<file path="src/rtl/tri_dec_pkg.sv">
package tri_dec_pkg;

  // Number of points in a triangle with n rows: n(n+1)/2.
  function automatic logic [31:0] tri_points(input logic [31:0] n);
    logic [31:0] prod;
    prod = n * (n + 32'd1);
    return prod >> 1;
  endfunction

  // Row count after clamping to the largest supported value.
  function automatic logic [31:0] clamp_rows(input logic [31:0] n, input logic [31:0] nmax);
    return (n > nmax) ? nmax : n;
  endfunction

endpackage

</file>
<file path="src/rtl/tri_rank_counter.sv">
module tri_rank_counter #(
  parameter int IDX_W  = 8,
  parameter int NW     = IDX_W + 1,
  parameter int RANK_W = 2 * IDX_W
) (
  input  logic              clk,
  input  logic              rst_n,
  input  logic              start_ok,
  input  logic [NW-1:0]     n_in,
  output logic              rank_v,
  output logic [RANK_W-1:0] rank
);
  localparam logic [31:0] NMAX = 32'd1 << IDX_W;

  logic              active;
  logic [RANK_W-1:0] last;
  logic [31:0]       n_eff;
  logic [31:0]       pts;
  logic              at_last;

  always_comb begin
    n_eff = tri_dec_pkg::clamp_rows(32'(n_in), NMAX);
    pts   = tri_dec_pkg::tri_points(n_eff);
  end

  assign at_last = (rank == last);

  always_ff @(posedge clk or negedge rst_n) begin
    if (!rst_n) begin
      active <= 1'b0;
      rank   <= '0;
      last   <= '0;
    end else if (start_ok) begin
      rank   <= '0;
      last   <= RANK_W'(pts - 32'd1);
      active <= (pts != 32'd0);
    end else if (active) begin
      if (at_last) active <= 1'b0;
      else         rank   <= rank + 1'b1;
    end
  end

  assign rank_v = active;

  // a running counter advances by exactly one rank per cycle.
  assert_rank_step_R3: assert property (@(posedge clk) disable iff (!rst_n)
    (active && !at_last && !start_ok) |=> (active && rank == $past(rank) + 1'b1));

endmodule

</file>
<file path="src/rtl/tri_bit_stage.sv">
module tri_bit_stage #(
  parameter int IDX_W = 8,
  parameter int DW    = 2 * IDX_W + 2,
  parameter int LVL   = 0,
  parameter bit ROW   = 1'b1
) (
  input  logic                 clk,
  input  logic                 rst_n,
  input  logic                 in_v,
  input  logic signed [DW-1:0] in_res,
  input  logic [IDX_W-1:0]     in_i,
  input  logic [IDX_W-1:0]     in_j,
  output logic                 out_v,
  output logic signed [DW-1:0] out_res,
  output logic [IDX_W-1:0]     out_i,
  output logic [IDX_W-1:0]     out_j
);
  // Growth of i(i+1)/2 when bit LVL of i is set, without the i-dependent part.
  localparam int unsigned HALF = ((1 << LVL) * ((1 << LVL) + 1)) / 2;

  function automatic logic signed [DW-1:0] row_step(input logic [IDX_W-1:0] hi);
    logic [DW-1:0] scaled;
    scaled = DW'(hi) << LVL;
    return $signed(scaled + DW'(HALF));
  endfunction

  function automatic logic signed [DW-1:0] col_step();
    return $signed(DW'(1) << LVL);
  endfunction

  logic signed [DW-1:0] step;
  logic signed [DW-1:0] trial;
  logic                 take;
  logic [IDX_W-1:0]     cur_idx;

  always_comb begin
    step    = ROW ? row_step(in_i) : col_step();
    trial   = in_res - step;
    take    = in_v && !trial[DW-1];
    cur_idx = ROW ? in_i : in_j;
  end

  always_ff @(posedge clk or negedge rst_n) begin
    if (!rst_n) begin
      out_v   <= 1'b0;
      out_res <= '0;
      out_i   <= '0;
      out_j   <= '0;
    end else begin
      out_v   <= in_v;
      out_res <= take ? trial : in_res;
      out_i   <= in_i;
      out_j   <= in_j;
      if (take) begin
        if (ROW) out_i[LVL] <= 1'b1;
        else     out_j[LVL] <= 1'b1;
      end
    end
  end

  // a valid residual never goes negative between stages.
  assert_residual_nonneg_R2: assert property (@(posedge clk) disable iff (!rst_n)
    out_v |-> !out_res[DW-1]);

  // the bit this stage decides has not yet been set by an earlier stage.
  assert_bit_undecided_R2: assert property (@(posedge clk) disable iff (!rst_n)
    in_v |-> !cur_idx[LVL]);

endmodule

</file>
<file path="src/rtl/tri_index_pipe.sv">
module tri_index_pipe #(
  parameter int IDX_W  = 8,
  parameter int RANK_W = 2 * IDX_W
) (
  input  logic              clk,
  input  logic              rst_n,
  input  logic              in_v,
  input  logic [RANK_W-1:0] in_rank,
  output logic              out_v,
  output logic [IDX_W-1:0]  out_i,
  output logic [IDX_W-1:0]  out_j,
  output logic              busy
);
  localparam int NST = 2 * IDX_W;
  localparam int DW  = RANK_W + 2;

  logic [NST:0]         v;
  logic signed [DW-1:0] res [0:NST];
  logic [IDX_W-1:0]     ii  [0:NST];
  logic [IDX_W-1:0]     jj  [0:NST];

  assign v[0]   = in_v;
  assign res[0] = $signed({2'b00, in_rank});
  assign ii[0]  = '0;
  assign jj[0]  = '0;

  for (genvar s = 0; s < NST; s++) begin : g_stage
    if (s < IDX_W) begin : g_row
      tri_bit_stage #(.IDX_W(IDX_W), .DW(DW), .LVL(IDX_W - 1 - s), .ROW(1'b1)) u_st (
        .clk(clk), .rst_n(rst_n),
        .in_v(v[s]), .in_res(res[s]), .in_i(ii[s]), .in_j(jj[s]),
        .out_v(v[s+1]), .out_res(res[s+1]), .out_i(ii[s+1]), .out_j(jj[s+1]));
    end else begin : g_col
      tri_bit_stage #(.IDX_W(IDX_W), .DW(DW), .LVL(NST - 1 - s), .ROW(1'b0)) u_st (
        .clk(clk), .rst_n(rst_n),
        .in_v(v[s]), .in_res(res[s]), .in_i(ii[s]), .in_j(jj[s]),
        .out_v(v[s+1]), .out_res(res[s+1]), .out_i(ii[s+1]), .out_j(jj[s+1]));
    end
  end

  assign out_v = v[NST];
  assign out_i = ii[NST];
  assign out_j = jj[NST];
  assign busy  = |v[NST:1];

  // an exactly inverted rank leaves no residual.
  assert_exact_inverse_R2: assert property (@(posedge clk) disable iff (!rst_n)
    v[NST] |-> (res[NST] == '0));

endmodule

</file>
<file path="src/rtl/tri_loop_decoder.sv">
module tri_loop_decoder #(
  parameter int IDX_W = 8,
  parameter int NW    = IDX_W + 1
) (
  input  logic             clk,
  input  logic             rst_n,
  input  logic             start,
  input  logic [NW-1:0]    n_rows,
  output logic [IDX_W-1:0] out_i,
  output logic [IDX_W-1:0] out_j,
  output logic             out_valid,
  output logic             done
);
  localparam int RANK_W = 2 * IDX_W;

  logic              cnt_v;
  logic [RANK_W-1:0] cnt_rank;
  logic              pipe_busy;
  logic              busy;
  logic              start_ok;
  logic              ran_q;

  assign busy     = cnt_v | pipe_busy;
  assign start_ok = start & ~busy;

  tri_rank_counter #(.IDX_W(IDX_W), .NW(NW), .RANK_W(RANK_W)) u_cnt (
    .clk(clk), .rst_n(rst_n), .start_ok(start_ok), .n_in(n_rows),
    .rank_v(cnt_v), .rank(cnt_rank));

  tri_index_pipe #(.IDX_W(IDX_W), .RANK_W(RANK_W)) u_pipe (
    .clk(clk), .rst_n(rst_n), .in_v(cnt_v), .in_rank(cnt_rank),
    .out_v(out_valid), .out_i(out_i), .out_j(out_j), .busy(pipe_busy));

  always_ff @(posedge clk or negedge rst_n) begin
    if (!rst_n)        ran_q <= 1'b0;
    else if (start_ok) ran_q <= 1'b1;
  end

  assign done = ran_q & ~busy;

  // done never coincides with a presented point.
  assert_done_quiet_R5: assert property (@(posedge clk) disable iff (!rst_n)
    done |-> !out_valid);

  // the inner index never exceeds the outer one.
  assert_j_bound_R9: assert property (@(posedge clk) disable iff (!rst_n)
    out_valid |-> (out_j <= out_i));

  // back-to-back points are lexicographic successors.
  assert_lex_successor_R2: assert property (@(posedge clk) disable iff (!rst_n)
    (out_valid && $past(out_valid)) |->
      ((out_i == $past(out_i) && out_j == $past(out_j) + 1'b1) ||
       (out_j == '0 && $past(out_j) == $past(out_i) && out_i == $past(out_i) + 1'b1)));

endmodule

</file>
<file path="config.mk">
export PLATFORM = sky130hd
export DESIGN_NAME = tri_loop_decoder
export DESIGN_NICKNAME = d
export VERILOG_FILES = /design/src/rtl/tri_dec_pkg.sv /design/src/rtl/tri_rank_counter.sv /design/src/rtl/tri_bit_stage.sv /design/src/rtl/tri_index_pipe.sv /design/src/rtl/tri_loop_decoder.sv
export SDC_FILE = /design/constraint.sdc
export NUM_CORES = 1
export LEC_CHECK = 0
export BUFFER_PORTS_ARGS = -buffer_cell sky130_fd_sc_hd__clkbuf_2
export CAP_MARGIN = 20
export CORE_ASPECT_RATIO = 0.7
export CORE_MARGIN = 10
export CORE_UTILIZATION = 44
export DETAILED_ROUTE_END_ITERATION = 8
export SLEW_MARGIN = 20
export SYNTH_ARGS = -nofsm -noshare
export SYNTH_HDL_FRONTEND = slang
export SYNTH_SLANG_ARGS = --single-unit
</file>
<file path="constraint.sdc">
create_clock -name clk -period 3.89 [get_ports clk]
set_input_delay 0.389 -clock clk [delete_from_list [all_inputs] [get_ports clk]]
set_output_delay 0.389 -clock clk [all_outputs]
set_load 0.02 [all_outputs]
</file>
# == Yosys cells after proc, flatten, opt, wreduce, memory -nomap -nowiden ==
# Cells that the tools add are included.
# classes
addsub,26
multipliers,1
div,0
order_cmp,1
n_eq_ne,2
shift,0
muxes,38
n_bitwise,4
reduce_logical,36
# op_table
cell,n
2-to-1 mux 18 bit,15
2-to-1 mux 16 bit,3
"adder 32 x 1 -> 32 bit, second input constant",1
multiplier 9 x 32 -> 32 bit,1
nonzero test 32 bit,1
2-to-1 mux 1 bit,19
subtractor 18 x 10 -> 18 bit,1
subtractor 18 x 11 -> 18 bit,1
subtractor 18 x 12 -> 18 bit,1
subtractor 18 x 13 -> 18 bit,1
subtractor 18 x 14 -> 18 bit,1
subtractor 18 x 15 -> 18 bit,1
subtractor 18 x 16 -> 18 bit,1
"subtractor 18 x 2 -> 18 bit, second input constant",1
"subtractor 18 x 3 -> 18 bit, second input constant",1
"subtractor 18 x 4 -> 18 bit, second input constant",1
"subtractor 18 x 5 -> 18 bit, second input constant",1
"subtractor 18 x 6 -> 18 bit, second input constant",1
"subtractor 18 x 7 -> 18 bit, second input constant",1
"subtractor 18 x 8 -> 18 bit, second input constant",1
"subtractor 18 x 9 -> 18 bit, second input constant",1
"subtractor 16 x 14 -> 17 bit, second input constant",1
"adder 16 x 1 -> 16 bit, second input constant",1
== test 16 bit,1
19 further kinds,50
# word_totals
ff_bits,456
latchBits,0
ramBits,0
romBits,0
input_bits,12
out_inout_bits,18
word_cells,167
mem_count,0

# == Depth between registers and ports, before layout ==
# Gate-level depths: netlist of run 1.
# depth
depth_word,6
mapped_depth,26
mapped_depth_nobuf,25

# == Modules after synthesis ==
# Synthesis of run 1 repeated with hierarchy kept, for this count alone.
# unflattened
cells_unflattened,2419
hier_area_um2,28787.6
# modules_own_cells
mod,instances,cells_per_inst,area_per_inst_um2,seq_area_each_um2
tri_rank_counter,1,543,4802.1,825.8
tri_bit_stage at u_pipe.g_stage[7].g_row.u_st,1,171,1899.3,875.8
tri_bit_stage at u_pipe.g_stage[6].g_row.u_st,1,148,1778.0,875.8
tri_bit_stage at u_pipe.g_stage[2].g_row.u_st,1,131,1685.4,875.8
tri_bit_stage at u_pipe.g_stage[0].g_row.u_st,1,139,1672.9,875.8
tri_bit_stage at u_pipe.g_stage[5].g_row.u_st,1,138,1644.1,875.8
tri_bit_stage at u_pipe.g_stage[3].g_row.u_st,1,134,1632.8,875.8
tri_bit_stage at u_pipe.g_stage[4].g_row.u_st,1,135,1632.8,875.8
tri_bit_stage at u_pipe.g_stage[1].g_row.u_st,1,120,1606.5,875.8
tri_bit_stage at u_pipe.g_stage[12].g_col.u_st,1,103,1358.8,875.8
tri_bit_stage at u_pipe.g_stage[14].g_col.u_st,1,96,1332.5,875.8
tri_bit_stage at u_pipe.g_stage[15].g_col.u_st,1,101,1325.0,875.8
tri_bit_stage at u_pipe.g_stage[13].g_col.u_st,1,92,1305.0,875.8
tri_bit_stage at u_pipe.g_stage[11].g_col.u_st,1,96,1290.0,875.8
+5 rows,--,--,--,--

# == Least setup slack after synthesis of run 1 ==
# OpenSTA, ideal clock, no wires.
# synth_path
kind,input port to flip-flop
from,in n_rows[0]
to,"reg u_cnt.active, in the netlist u_cnt.rank_v"
setup_time_ns,0.136
t_arrival_ns,6.310
required_ns,3.754
slack_ns,-2.556
path_stages,22
path_buffers,1
cell_sequence,nor2b_1 -> buf_1 -> ha_1 -> nand4_1 -> or2_2 -> ha_1 -> nand2b_1 -> fa_1 -> inv_1 -> fa_1 -> fa_1 -> inv_1 -> fa_1 -> inv_1 -> ha_1 -> and4_1 -> or4_1 -> a2111oi_1 -> and3_1 -> nand2_1 -> a2111oi_0 -> a31oi_1
# synth_via
elab_chain_cells,6
# synth_rtl
item,line_no,rtl
"start, declared",tri_loop_decoder.sv:8,"input logic [NW-1:0] n_rows,"
greater-than comparator 9 bit,tri_dec_pkg.sv:12,return (n > nmax) ? nmax : n;
2-to-1 mux 9 bit *,tri_dec_pkg.sv:12,
adder 32 x 1 -> 32 bit,tri_dec_pkg.sv:6,prod = n * (n + 32'd1);
multiplier 9 x 32 -> 32 bit *,tri_dec_pkg.sv:6,
nonzero test 32 bit *,tri_rank_counter.sv:36,active <= (pts != 32'd0);
2-to-1 mux 1 bit *,tri_rank_counter.sv:33,end else if (start_ok) begin
"end signal, assigned",tri_rank_counter.sv:36,
"end, declared",tri_rank_counter.sv:15,logic active;
# Mark *: on every way between the ends. The rest lies on a longest branch, timed or not.
# A chain may end at the register's enable or synchronous reset.

# == Final worst setup path of run 1 ==
# layout_path
from,in n_rows[8]
to,reg u_cnt.last[15]
# layout_via
elab_chain_cells,5
# layout_rtl
item,line_no,rtl
greater-than comparator 9 bit,tri_dec_pkg.sv:12,
2-to-1 mux 9 bit *,tri_dec_pkg.sv:12,
adder 32 x 1 -> 32 bit,tri_dec_pkg.sv:6,
multiplier 9 x 32 -> 32 bit *,tri_dec_pkg.sv:6,
subtractor 16 x 1 -> 16 bit *,tri_rank_counter.sv:35,last <= RANK_W'(pts - 32'd1);
"end signal, assigned",tri_rank_counter.sv:35,
"end, declared",tri_rank_counter.sv:16,logic [RANK_W-1:0] last;
# Marks and branches as above.

==> flow_results.org, run 1 <==
** Worst hold path
- Min-delay worst type :: register to register

** Synthesis
- Count of mapped cells out of synthesis :: 1833
- Among all flip-flop cells after synthesis, the most frequent one is dfrtp_1.
- Yosys reg bits :: 455
- Number of flops mapped to enable cells by yosys :: 0
- Syn Std Cell Area :: 21100 µm²
- Synthesis warning total :: 0
- After synthesis, the mean cell area works out to 11.5 µm².
- Fraction of the yosys area taken by sequential cells :: 0.540
- Async S/R FF share, synth :: 1.00
- Count of different cell masters after synthesis :: 70

** Worst setup path
- Data on the critical path is required at its endpoint by 4.32 ns.
- Setup crit start kind :: primary input
- By startpoint and endpoint, the worst setup path is classified as primary input to register.
- Along the worst path, the maximum fanout reaches 7.
- Maximum cell stage delay along the critical path :: 0.54 ns
- Crit path max-delay cell type :: fa_1
- Data arrives at the worst endpoint at 5.87 ns.
- Most frequent cell on the critical path :: fa_1
- Kind of end point of the critical path :: register
- Sequence of cells on the critical path :: clkbuf_16, nor2b_4, ha_4, nand4_1, or2_4, ha_4, nand2b_4, fa_1, inv_2, fa_1, fa_1, inv_2, fa_1, inv_2, ha_4, and4_4, or4_4, a2111oi_4, and3_4, nand4_1, xnor2_1, mux2_4

** Timing
- Rel. slew slack :: 0.419
- TNS Setup :: -14.69 ns
- Setup repair after global routing could not meet its margin everywhere.
- The count of final hold-check violations is 0.
- Tmin final :: 5.44 ns
- Setup slack of the critical path after layout :: -1.55 ns
- Worst hold margin :: 0.340 ns
- Tightest Pin Transition :: 0.863 ns
- The number of pins exceeding their max-slew limit in the final report was 0.
- Between clock sinks in the finished design, the worst skew comes to 0.0292 ns.
- Setup violations remaining at the end of the flow were counted as 13.
- In the finished design, the share of the clock period the worst path needs comes to 1.40.
- Achievable clock frequency :: 184 MHz

** Clock tree
- TritonCTS created 44 clock buffers.
- For this design, the sink count on the clock tree is 455.
- After clock tree synthesis, the clock-pin slew on the worst setup and hold paths is 0.06 ns.
- Clock tree from TritonCTS :: yes
- Maximum count of clock buffers along a single path :: 3
- CTS placed an instance of clkbuf_16 at the clock tree root.
- The H-tree generated during clock tree synthesis spans 2 levels.
- Source-to-sink clock delay at the later pin of the worst-skew pair :: 0.56 ns

** Power
- In this run the power density over the cells is 707 nW/µm².
- Reported leakage power :: 11.6 nW
- Total design power :: 17.8 mW
- Max VDD drop :: 0.000437 V

** Outcome
- The flow ran to the end, but the final reports show violations.
- Violations in the final reports :: setup timing

** Placed design
- Final weighted congestion in routability-driven placement :: 0.854
- Post-Place Cell Area :: 22900 µm²
- IO buf count :: 29
- Pre-CTS worst setup slack :: -2.29 ns
- DP HPWL :: 29200 µm

** Floorplanning
- Core area :: 47600 µm²
- Site row count :: 67
- The initial utilization of the core area, before any placement, comes to 0.443.
- Total Die Area :: 57200 µm²
- From bottom edge to top edge, the die measures 203 µm.
- The floorplan step set the die width to 282 µm.
- Boundary Pins :: 30

** Route
- After detailed routing, the number of vias per cell comes to 4.99.
- Number of DRC violations after detailed-routing iteration 0 :: 833
- After detailed routing, the average wire length per cell comes to 14.8 µm.
- Number of detailed-routing iterations run before antenna repair :: 5
- Residual DRC :: 0
- Post-route antenna net violation count :: 0
- Across all layers, the routed design uses 13.3k vias.
- For this block, the routed nets add up to 39400 µm of wire.

** Layout
- For this run, the post-layout net count is 2178.
- The number of antenna diodes in the final layout is 0.
- The area growth from synthesis to layout is 19.0%.
- Leading cell type in the layout, fill and taps excluded :: dfrtp_1
- In the final layout, the share of cells above drive strength 1 is 0.174.
- Leaving out fill and tap cells, the most frequent cells in the layout are 455 x dfrtp_1, 152 x inv_1, 147 x nor2_1, 115 x xnor2_1, 109 x xor2_1.
- Final std cell area, no fill :: 25100 µm²

** Flow run
- Count of max-cap constraint violations :: 0

** GRT
- The first global-routing pass estimated 67800 µm of wire.
- The number of global-route vias before repair was 13.8k.
- Entering global routing, the biggest net connects 102 pins.
- Total global-route track usage :: 0.142
- Initial antenna violation count :: 1
- Summed over all layers, the global routing overflow is 0.
[metrics by stage]
stage,util,std cells
3_5_place_dp,0.482,2568
5_1_grt,0.527,2666
2_1_floorplan,-,1842
6_report,0.527,2666
4_1_cts,0.524,2663
3_3_place_gp,0.482,2568
[synthesized netlist by cell type (3+ instances only)]
cell type	count	share of area
clkbuf_1	20	0.0036
buf_1	4	0.00071
and2_1	18	0.0053
nand3_1	38	0.0090
buf_2	4	0.00095
o31a_1	6	0.0025
or4_1	16	0.0057
mux2_2	27	0.014
nor2_1	151	0.027
nand2_1	107	0.019
nand4_1	17	0.0050
or2_2	14	0.0042
o21ai_0	45	0.011
a211oi_1	7	0.0025
o31ai_1	12	0.0043
mux2i_1	9	0.0043
dfrtp_1	455	0.54
nor2b_1	12	0.0036
or3_1	18	0.0053
nand2b_1	40	0.012
a31oi_1	7	0.0021
nand4b_1	6	0.0025
ha_1	98	0.058
xor2_1	111	0.046
nand3b_1	6	0.0021
nor4_1	35	0.010
a2111oi_0	3	0.0012
a41oi_1	3	0.0012
o41ai_1	8	0.0033
nor3_1	49	0.012
and3_1	9	0.0027
a21boi_0	4	0.0014
nor4b_1	6	0.0025
xnor2_1	117	0.049
o21bai_1	7	0.0025
a21o_1	16	0.0057
inv_1	164	0.029
a21oi_1	53	0.013
o21a_1	14	0.0050
fa_1	57	0.054
[cell type report]
cell class / count / area, µm²
clock inverter: 22 / 308
timing repair buffer: 151 / 1210
inverter: 167 / 632
clock buffer: 58 / 1260
multi-input combinational: 1192 / 9520
tap: 621 / 777
sequential: 455 / 11400
fill: 4088 / 22500
[state kept, by name (all words and copies together) (netlist names)]
name,count
u_cnt.rank,16
u_pipe.g_stage.g_row.u_st.out_i,36
u_pipe.g_stage.g_col.u_st.out_res,126
u_pipe.g_stage.g_col.u_st.out_i,64
u_pipe.g_stage.g_col.u_st.out_v,8
ran_q,1
u_pipe.g_stage.g_row.u_st.out_v,8
u_cnt.rank_v,1
u_pipe.g_stage.g_col.u_st.out_j,36
u_cnt.last,16
u_pipe.g_stage.g_row.u_st.out_res,143
[worst max-delay path: cells and delay by family]
family | cells | cell delay (ns)
simple gates | 8 | 1.87
buf+inv | 4 | 0.26
fa+ha+maj | 7 | 2.59
xor+xnor | 1 | 0.15
mux | 1 | 0.26
compound gates | 1 | 0.35
[cell families after synthesis]
family          share of synthesized area
buf+inv                            0.0349
fa+ha+maj                           0.112
simple gates                        0.136
mux                                0.0187
xor+xnor                           0.0947
flops                               0.540
other cells                      0.000356
compound gates                     0.0637
[final timing paths]
path,start,to,slack (ns),depth (start not counted)
setup / recovery,n_rows[8],u_cnt.last[15],-1.55,22
min in group asynchronous,rst_n,u_pipe.g_stage[15].g_col.u_st.out_i[4],0.44,2
max in group asynchronous,rst_n,u_pipe.g_stage[1].g_row.u_st.out_res[5],2.39,3
hold reg to reg,u_pipe.g_stage[9].g_col.u_st.out_res[4],u_pipe.g_stage[10].g_col.u_st.out_res[4],0.34,0
setup reg to reg,u_pipe.g_stage[5].g_row.u_st.out_res[0],u_pipe.g_stage[6].g_row.u_st.out_res[14],0.70,8
hold / removal,u_pipe.g_stage[9].g_col.u_st.out_res[4],u_pipe.g_stage[10].g_col.u_st.out_res[4],0.34,0
[where the power goes]
part / switching [mW] / internal (mW)
sequential: 1.29 / 6.39
combinational: 2.87 / 2.74
clock: 1.77 / 2.70
[layer usage]
metal,vias to the layer above,global-route usage,wire [µm]
met3,48,0.0280,1920
met5,-,0,0
met4,0,0.0299,545
met1,6566,0.206,19400
met2,205,0.219,17500
li1,6483,-,-
[timing repair]
item	CTS	global route
hold endpoints to repair	90	0
pin swaps	26	32
hold buffers	1	0
buffers inserted	15	3
resized for setup	61	29
setup endpoints to repair	13	13
Note: power is estimated with default switching activity, not from simulation.
==> inputs of run 2 (changes only) <==
Settings changed: SYNTH_HIERARCHICAL from default to 1.
==> run 2 against run 1 <==
The run still ends with setup timing left. Global-route usage increased by 0.91 points. Via count increased by 34%. Clock skew increased by 0.0091 ns. Core utilization decreased by 1.4 points. Register-to-register slack got worse by 0.12 ns. Sequential power increased by 22%. Hold slack got worse by 0.030 ns. Routed wire length increased by 40%. Combinational power increased by 49%. Setup slack got worse by 0.070 ns.
==> flow_results.org, run 2 <==
** Worst hold path
- Min-delay worst type :: register to register
- Hold Path Stages :: 0

** Placed design
- Once detailed placement completed, the half-perimeter wirelength came to 40200 µm.
- The congestion estimate from routability-driven global placement came to 0.891.
- Including well taps, the total number of placed cells is 3290.
- Port buffering added 29 buffers.
- In this run the cell area measured after placement is 30100 µm².

** Worst setup path
- Most frequent cell on the critical path :: fa_1
- Along the worst path, the maximum fanout reaches 5.
- Data on the critical path arrives at its endpoint at 6.03 ns.
- Number of cells on the worst reg-to-reg path :: 11
- At the worst endpoint, the required time is 4.41 ns.
- Setup Crit Path Kind :: primary input to register
- Setup crit start kind :: primary input
- The cell family contributing the most delay on the critical path is adder cells.
- The slowest stage of the critical path belongs to the cell or4_4.
- Depth of the critical timing path with buffers and inverters included :: 23
- Kind of end point of the critical path :: register
- Walking the worst path, the cells encountered are clkbuf_16, nor2b_4, ha_4, nand3_2, or3_4, or2_4, ha_4, nand2b_4, fa_1, inv_2, fa_1, fa_1, inv_1, fa_1, inv_2, ha_4, nand2_4, o31ai_4, a21boi_2, xnor2_2, or4_4, o31a_1, o31ai_1.
- For this run, the slowest stage of the critical path takes 0.56 ns.
- The number of buffers and inverters on the critical path is 4.

** Layout
- Final Net Count :: 2756
- In the final layout, the share of cells above drive strength 1 is 0.187.
- Counting the fill cells in the layout gives 5374.
- The register with the most flip-flops in the layout has 144 of them.
- Final Instance Count excl. Fillers :: 3412
- Leading cell types in the layout, fill and taps excluded :: 576 x dfrtp_1, 158 x inv_1, 143 x nor2_1, 127 x xnor2_1, 124 x ha_1
- The largest registers in the layout are u_pipe/g_stage.g_row.u_st/out_res: 144 flops, u_pipe/g_stage.g_col.u_st/out_res: 126 flops.
- Synth-to-Final Area Change :: 15.8%
- Reg with most FFs :: u_pipe/g_stage.g_row.u_st/out_res
- The library cell used most frequently in the layout, excluding fill and tap cells, is dfrtp_1.
- Diodes inserted :: 0
- The finished cells cover 32400 µm².

** Power
- PwrDens :: 715 nW/µm²
- The analysis attributes to cell leakage a power of 14.3 nW.
- Max VDD drop :: 0.000468 V

** Route
- Number of DRC violations after detailed-routing iteration 0 :: 1214
- Final wirelength :: 55200 µm
- Vias :: 17.8k
- After detailed routing, the number of vias per cell comes to 5.21.
- Residual DRC :: 0
- In the final routed layout, each cell accounts on average for 16.2 µm.
- For this run, the detailed router's first-pass iteration total came to 7.
- The detail route stage leaves a number of antenna-violating nets equal to 0.

** Clock tree
- TritonCTS Buffers :: 55
- After clock tree synthesis, the clock-pin slew on the worst setup and hold paths is 0.06 ns.
- Source-to-sink clock delay at the later pin of the worst-skew pair :: 0.64 ns
- Counting along the longest clock path gives a buffer depth of 3.
- Clock tree from TritonCTS :: yes
- The H-tree was split into 2 levels.
- Clock tree synthesis found a total of 576 sinks.
- The tree is rooted in a clkbuf_16.

** Timing
- Achievable clock frequency :: 182 MHz
- Tmin final :: 5.51 ns
- The count of final hold-check violations was 0.
- Rel. slew slack :: 0.465
- Finish-stage setup viols :: 13
- Setup repair after global routing could not meet its margin everywhere.
- Setup slack of the critical path after layout :: -1.62 ns
- Max-slew violations :: 0
- Final clock skew :: 0.0383 ns
- Post-route clock period utilization :: 1.42
- At the pin with the least slew margin, the transition time is 0.802 ns.
- The tightest hold path in the finished design has a slack of 0.310 ns.

** Floorplanning
- Boundary Pins :: 30
- Site row count :: 77
- The initial utilization of the core area, before any placement, comes to 0.443.
- The floorplan step defined a die boundary enclosing 74300 µm².
- The core region is 63100 µm².
- The die is 231 µm tall.
- Horizontal die dimension :: 321 µm

** GRT
- Total congestion overflow after global routing :: 0
- Total global-route track usage :: 0.151
- Initial antenna violation count :: 1
- The number of global-route vias before repair is 18.3k.
- The first global-routing pass estimated 93800 µm of wire.
- Largest net degree at the start of global routing :: 104

** Flow run
- Count of max-cap constraint violations :: 0

** Synthesis
- Post-synthesis area per instance :: 11.9 µm²
- Syn Std Cell Area :: 28000 µm²
- Count of mapped cells out of synthesis :: 2346
- Synthesis warning total :: 6

** Outcome
- Run status :: finished with violations
- Violations in the final reports :: setup timing
## run 2: final timing paths
kind | end | from | slack, ns
min | u_pipe/g_stage[5].g_row.u_st/out_j[2] | u_pipe/g_stage[4].g_row.u_st/out_j[2] | 0.31
min in group asynchronous | u_pipe/g_stage[7].g_row.u_st/out_i[4] | rst_n | 0.40
max in group asynchronous | u_pipe/g_stage[6].g_row.u_st/out_j[3] | rst_n | 2.54
max reg2reg | u_pipe/g_stage[7].g_row.u_st/out_res[6] | u_pipe/g_stage[6].g_row.u_st/out_i[0] | 0.58
max | u_cnt/last[15] | n_rows[8] | -1.62
min reg2reg | u_pipe/g_stage[5].g_row.u_st/out_j[2] | u_pipe/g_stage[4].g_row.u_st/out_j[2] | 0.31
## run 2: power by group
part | switching [mW] | total, mW | internal (mW)
Clock | 2.31 | 5.41 | 3.10
Combinational | 4.33 | 8.37 | 4.04
Sequential | 1.66 | 9.39 | 7.73
## run 2: timing repair
item / in CTS / in global routing
pin swaps: 30 / 38
buffers inserted: 14 / 10
hold buffers: 1 / 0
gates resized for setup: 28 / 21
endpoints found under the hold margin: 91 / 0
setup endpoints to repair: 13 / 13
## run 2: cell type report
| cell class | count | area [µm²] | share of cell area |
|---|---|---|---|
| timing repair buffer | 145 | 1130 | 0.0349 |
| clock buffer | 74 | 1560 | 0.0481 |
| sequential | 576 | 14400 | 0.445 |
| clock inverter | 24 | 309 | 0.00954 |
| inverter | 166 | 626 | 0.0193 |
| multi-input combinational | 1598 | 13300 | 0.412 |
| tap | 829 | 1040 | 0.0320 |
## run 2: through the flow
stage                     power (mW)   util  setup TNS, ns  setup WS, ns
after CTS                       23.2  0.511         -14.54         -1.59
after global routing            24.8  0.514         -17.28         -1.81
after floorplan                 15.2      -         -18.84         -2.04
after detailed placement        17.4  0.477         -26.25         -2.47
final                           23.2  0.514         -15.04         -1.62
after global placement          17.2  0.477         -25.07         -2.36
## run 2: layer usage
metal  routed length [µm]  up-vias  track usage  share of wire
met3                 2120       93       0.0246          0.038
met5                    0        -            0              0
met4                 1190        0       0.0412          0.022
met2                24500      287        0.235           0.44
li1                     -     8535            -              -
met1                27400     8851        0.217           0.50
==> inputs of run 3 (changes only) <==
Settings changed: BUFFER_PORTS_ARGS -buffer_cell sky130_fd_sc_hd__clkbuf_2 to default, DONT_BUFFER_PORTS from default to 1.
==> run 3 against run 2 <==
The run ends with hold timing, slew limit, setup timing left. Power is 0.56% lower. Register-to-register slack worse by 0.03 ns. Count of clock-buffer cells in the layout is 4 lower. Critical path depth is 1 lower. Die area stayed put. Global-route usage is 0.24 points lower. Sequential share of layout area is 0.30 points higher. Hold slack worse by 0.83 ns. Core utilization is 0.35 points lower. Setup slack better by 0.095 ns. Routed wire length is 2.2% lower. Largest power group unchanged. Highest routed layer unchanged.
==> flow_results.org, run 3 (synthesized netlist as in run 2, its figures left out) <==
** Timing
- Setup total negative slack on the finished layout was measured at -13.01 ns.
- The number of pins exceeding their max-slew limit in the final report is 301.
- Static timing analysis puts the maximum clock frequency at 185 MHz.
- Setup repair after global routing could not meet its margin everywhere.
- Headroom to the max-slew limit came out at -0.476.
- Final clock skew :: 0.0310 ns
- Worst hold margin :: -0.515 ns
- Finish-stage setup viols :: 12
- Tightest Pin Transition :: 2.21 ns
- Tmin final :: 5.41 ns
- In the finished design, the share of the clock period the worst path needs comes to 1.39.
- Setup slack of the critical path after layout :: -1.52 ns
- The count of final hold-check violations is 576.

** Worst hold path
- The worst hold path belongs to the class primary input to async pin.

** Clock tree
- At the later pin of the worst-skew pair, clock insertion delay measures 0.61 ns.
- TritonCTS built the clock tree.
- TritonCTS created 53 clock buffers.
- Clock transition at the registers of the reported paths :: 0.06 ns
- The clock drives 576 sinks.
- CTS built an H-tree with a depth of 2.
- Maximum count of clock buffers along a single path :: 3
- CTS Root Cell :: clkbuf_16

** GRT
- Number of global-route vias before repair :: 18.1k
- Entering global routing, the biggest net connects 577 pins.
- Wire length of the first global-routing pass :: 92800 µm
- Total global-route track usage :: 0.149
- Summed over all layers, the global routing overflow is 0.
- The number of antenna violations at the first check in global routing came to 0.

** Layout
- Final std cell area, no fill :: 32200 µm²
- Once layout is complete, the utilization of the core stands at 0.510.
- Synth-to-Final Area Change :: 15.0%
- After filler insertion, the fill cell instance count of the layout stands at 5375.
- Reg with most FFs :: u_pipe/g_stage.g_row.u_st/out_res
- Share of cells above drive strength 1 :: 0.175
- Leaving out fill and tap cells, the most frequent cells in the layout are 576 x dfrtp_1, 156 x inv_1, 144 x nor2_1, 127 x xnor2_1, 121 x ha_1.
- Largest register FFs :: 144
- At the end of the flow, the number of nets in the layout was 2705.
- The repair_antennas step left the layout with diodes totalling 0.
- Area taken by flip-flops and latches :: 14400 µm²
- Summing all multi-input logic gate instances after layout gives 13500 µm².
- In the final layout, the registers with the most flip-flops are u_pipe/g_stage.g_row.u_st/out_res: 144 flops, u_pipe/g_stage.g_col.u_st/out_res: 126 flops.
- Leading cell type in the layout, fill and taps excluded :: dfrtp_1
- Final Instance Count excl. Fillers :: 3360

** Placed design
- Once detailed placement completed, the half-perimeter wirelength came to 38700 µm.
- In this run the cell area measured after placement is 29800 µm².
- Pre-CTS worst setup slack :: -2.25 ns
- IO buf count :: 0
- Final weighted congestion in routability-driven placement :: 0.889
- # placed instances :: 3249

** Route
- Number of DRC violations after detailed-routing iteration 0 :: 1053
- Post-route antenna net violation count :: 0
- Final wirelength :: 54000 µm
- After detailed routing, the average wire length per cell comes to 16.1 µm.
- Number of vias per cell after detailed routing :: 5.20
- Number of detailed-routing iterations run before antenna repair :: 5
- The routed layout has 17.5k vias.
- Residual DRC :: 0

** Worst setup path
- Kind of end point of the critical path :: register
- The signal on the critical path passes through nor2b_4, ha_4, nand3_4, or3_4, or2_4, ha_4, nand2b_4, fa_1, inv_1, fa_1, fa_1, inv_1, fa_1, inv_2, ha_4, nand2_4, o31ai_4, a21oi_2, xnor2_2, or4_4, or3_1, a31oi_1.
- Maximum cell stage delay along the critical path :: 0.56 ns
- The worst register-to-register path has a setup slack of 0.55 ns.
- On the critical path, the stage with the largest delay is an instance of or4_4.
- STA puts the critical path data arrival time at 5.95 ns.
- The setup path with the least slack is of type primary input to register.
- Of all nets on the critical path, the largest fanout is 5.
- FF-to-FF End :: u_pipe/g_stage[7].g_row.u_st/out_res[6]
- Setup crit start kind :: primary input
- The startpoint identified for the worst register-to-register timing path is u_pipe/g_stage[6].g_row.u_st/out_i[0].
- Worst path required time :: 4.42 ns
- Number of cells on the worst reg-to-reg path :: 11
- Most frequent cell on the critical path :: fa_1

** Outcome
- The final reports fail on hold timing, slew limit, setup timing.
- The run finished, with violations left.

** Floorplanning
- DIE HEIGHT :: 231 µm
- The initial utilization of the core area, before any placement, comes to 0.443.
- From left edge to right edge, the die measures 321 µm.
- In this run the count of I/O pins placed on the die edge is 30.
- The core region is 63100 µm².
- The initialized floorplan defines 77 standard-cell rows.
- The floorplan step defined a die boundary enclosing 74300 µm².

** Power
- Switching power of the nets :: 8.14 mW
- Max VDD drop :: 0.000377 V
- PwrDens :: 716 nW/µm²
- For this design the static power due to leakage is 14.0 nW.
- Of the total power, the share spent switching nets is 0.353.
- Internal power :: 14.9 mW
- The completed layout was analyzed and its total power is 23.1 mW.
- Power share of the sequential group :: 0.408
- Power share of the clock group :: 0.236
- Of the total power, combinational logic draws 0.356.

** Flow run
- Count of max-cap constraint violations :: 0
run 3: changes by cell type in the layout (fill, tap and decap cells not counted), sizes merged:
cell         change
clkinv           -5
clkinvlp         +2
dlygate4sd3      -1
buf             -20
bufinv           +4
clkbuf          -32
run 3: final cells by class:
class,instances,area share
tap,829,0.0322
clock buffer,70,0.0450
sequential,576,0.448
timing repair buffer,96,0.0235
clock inverter,25,0.0124
multi-input combinational,1598,0.420
inverter,166,0.0194
run 3: worst max path at each step:
stage | to | startpoint
floorplan | u_cnt/last[15] | n_rows[0]
finish | u_cnt/last[14] | n_rows[1]
global placement | u_cnt/rank_v | n_rows[1]
global route | u_cnt/last[14] | n_rows[1]
CTS | u_cnt/last[14] | n_rows[1]
detailed placement | u_cnt/rank_v | n_rows[8]
run 3: power groups by stage:
stage	clock, mW	sequential [mW]	combinational (mW)
after floorplan	0	8.93	6.28
after global placement	0	9.44	7.58
after detailed placement	0	9.48	7.78
after CTS	5.66	9.39	8.04
after global routing	5.92	9.64	9.14
final	5.45	9.40	8.20
run 3: metal layers:
metal  share of wire  track usage  wire (µm)  vias to the layer above
met5               0            0          0                        -
met4           0.020       0.0389       1080                        0
met2            0.45        0.230      24100                      322
li1                -            -          -                     8428
met1            0.50        0.216      26700                     8653
met3           0.039       0.0227       2100                       81
run 3: repair_timing:
| action | 4_1_cts | 5_1_grt |
|---|---|---|
| buffers inserted | 10 | 6 |
| setup endpoints to repair | 13 | 13 |
| pin swaps | 29 | 26 |
| resized for setup | 35 | 39 |
| endpoints found under the hold margin | 576 | 576 |
run 3: critical path: cells and delay by family:
kind	cells	cell delay [ns]
adder cells (fa/ha/maj)	7	2.65
AND/OR/NAND/NOR	8	1.98
AO/OA/AOI/OAI	3	0.62
XOR/XNOR	1	0.16
buffers and inverters	3	0.14
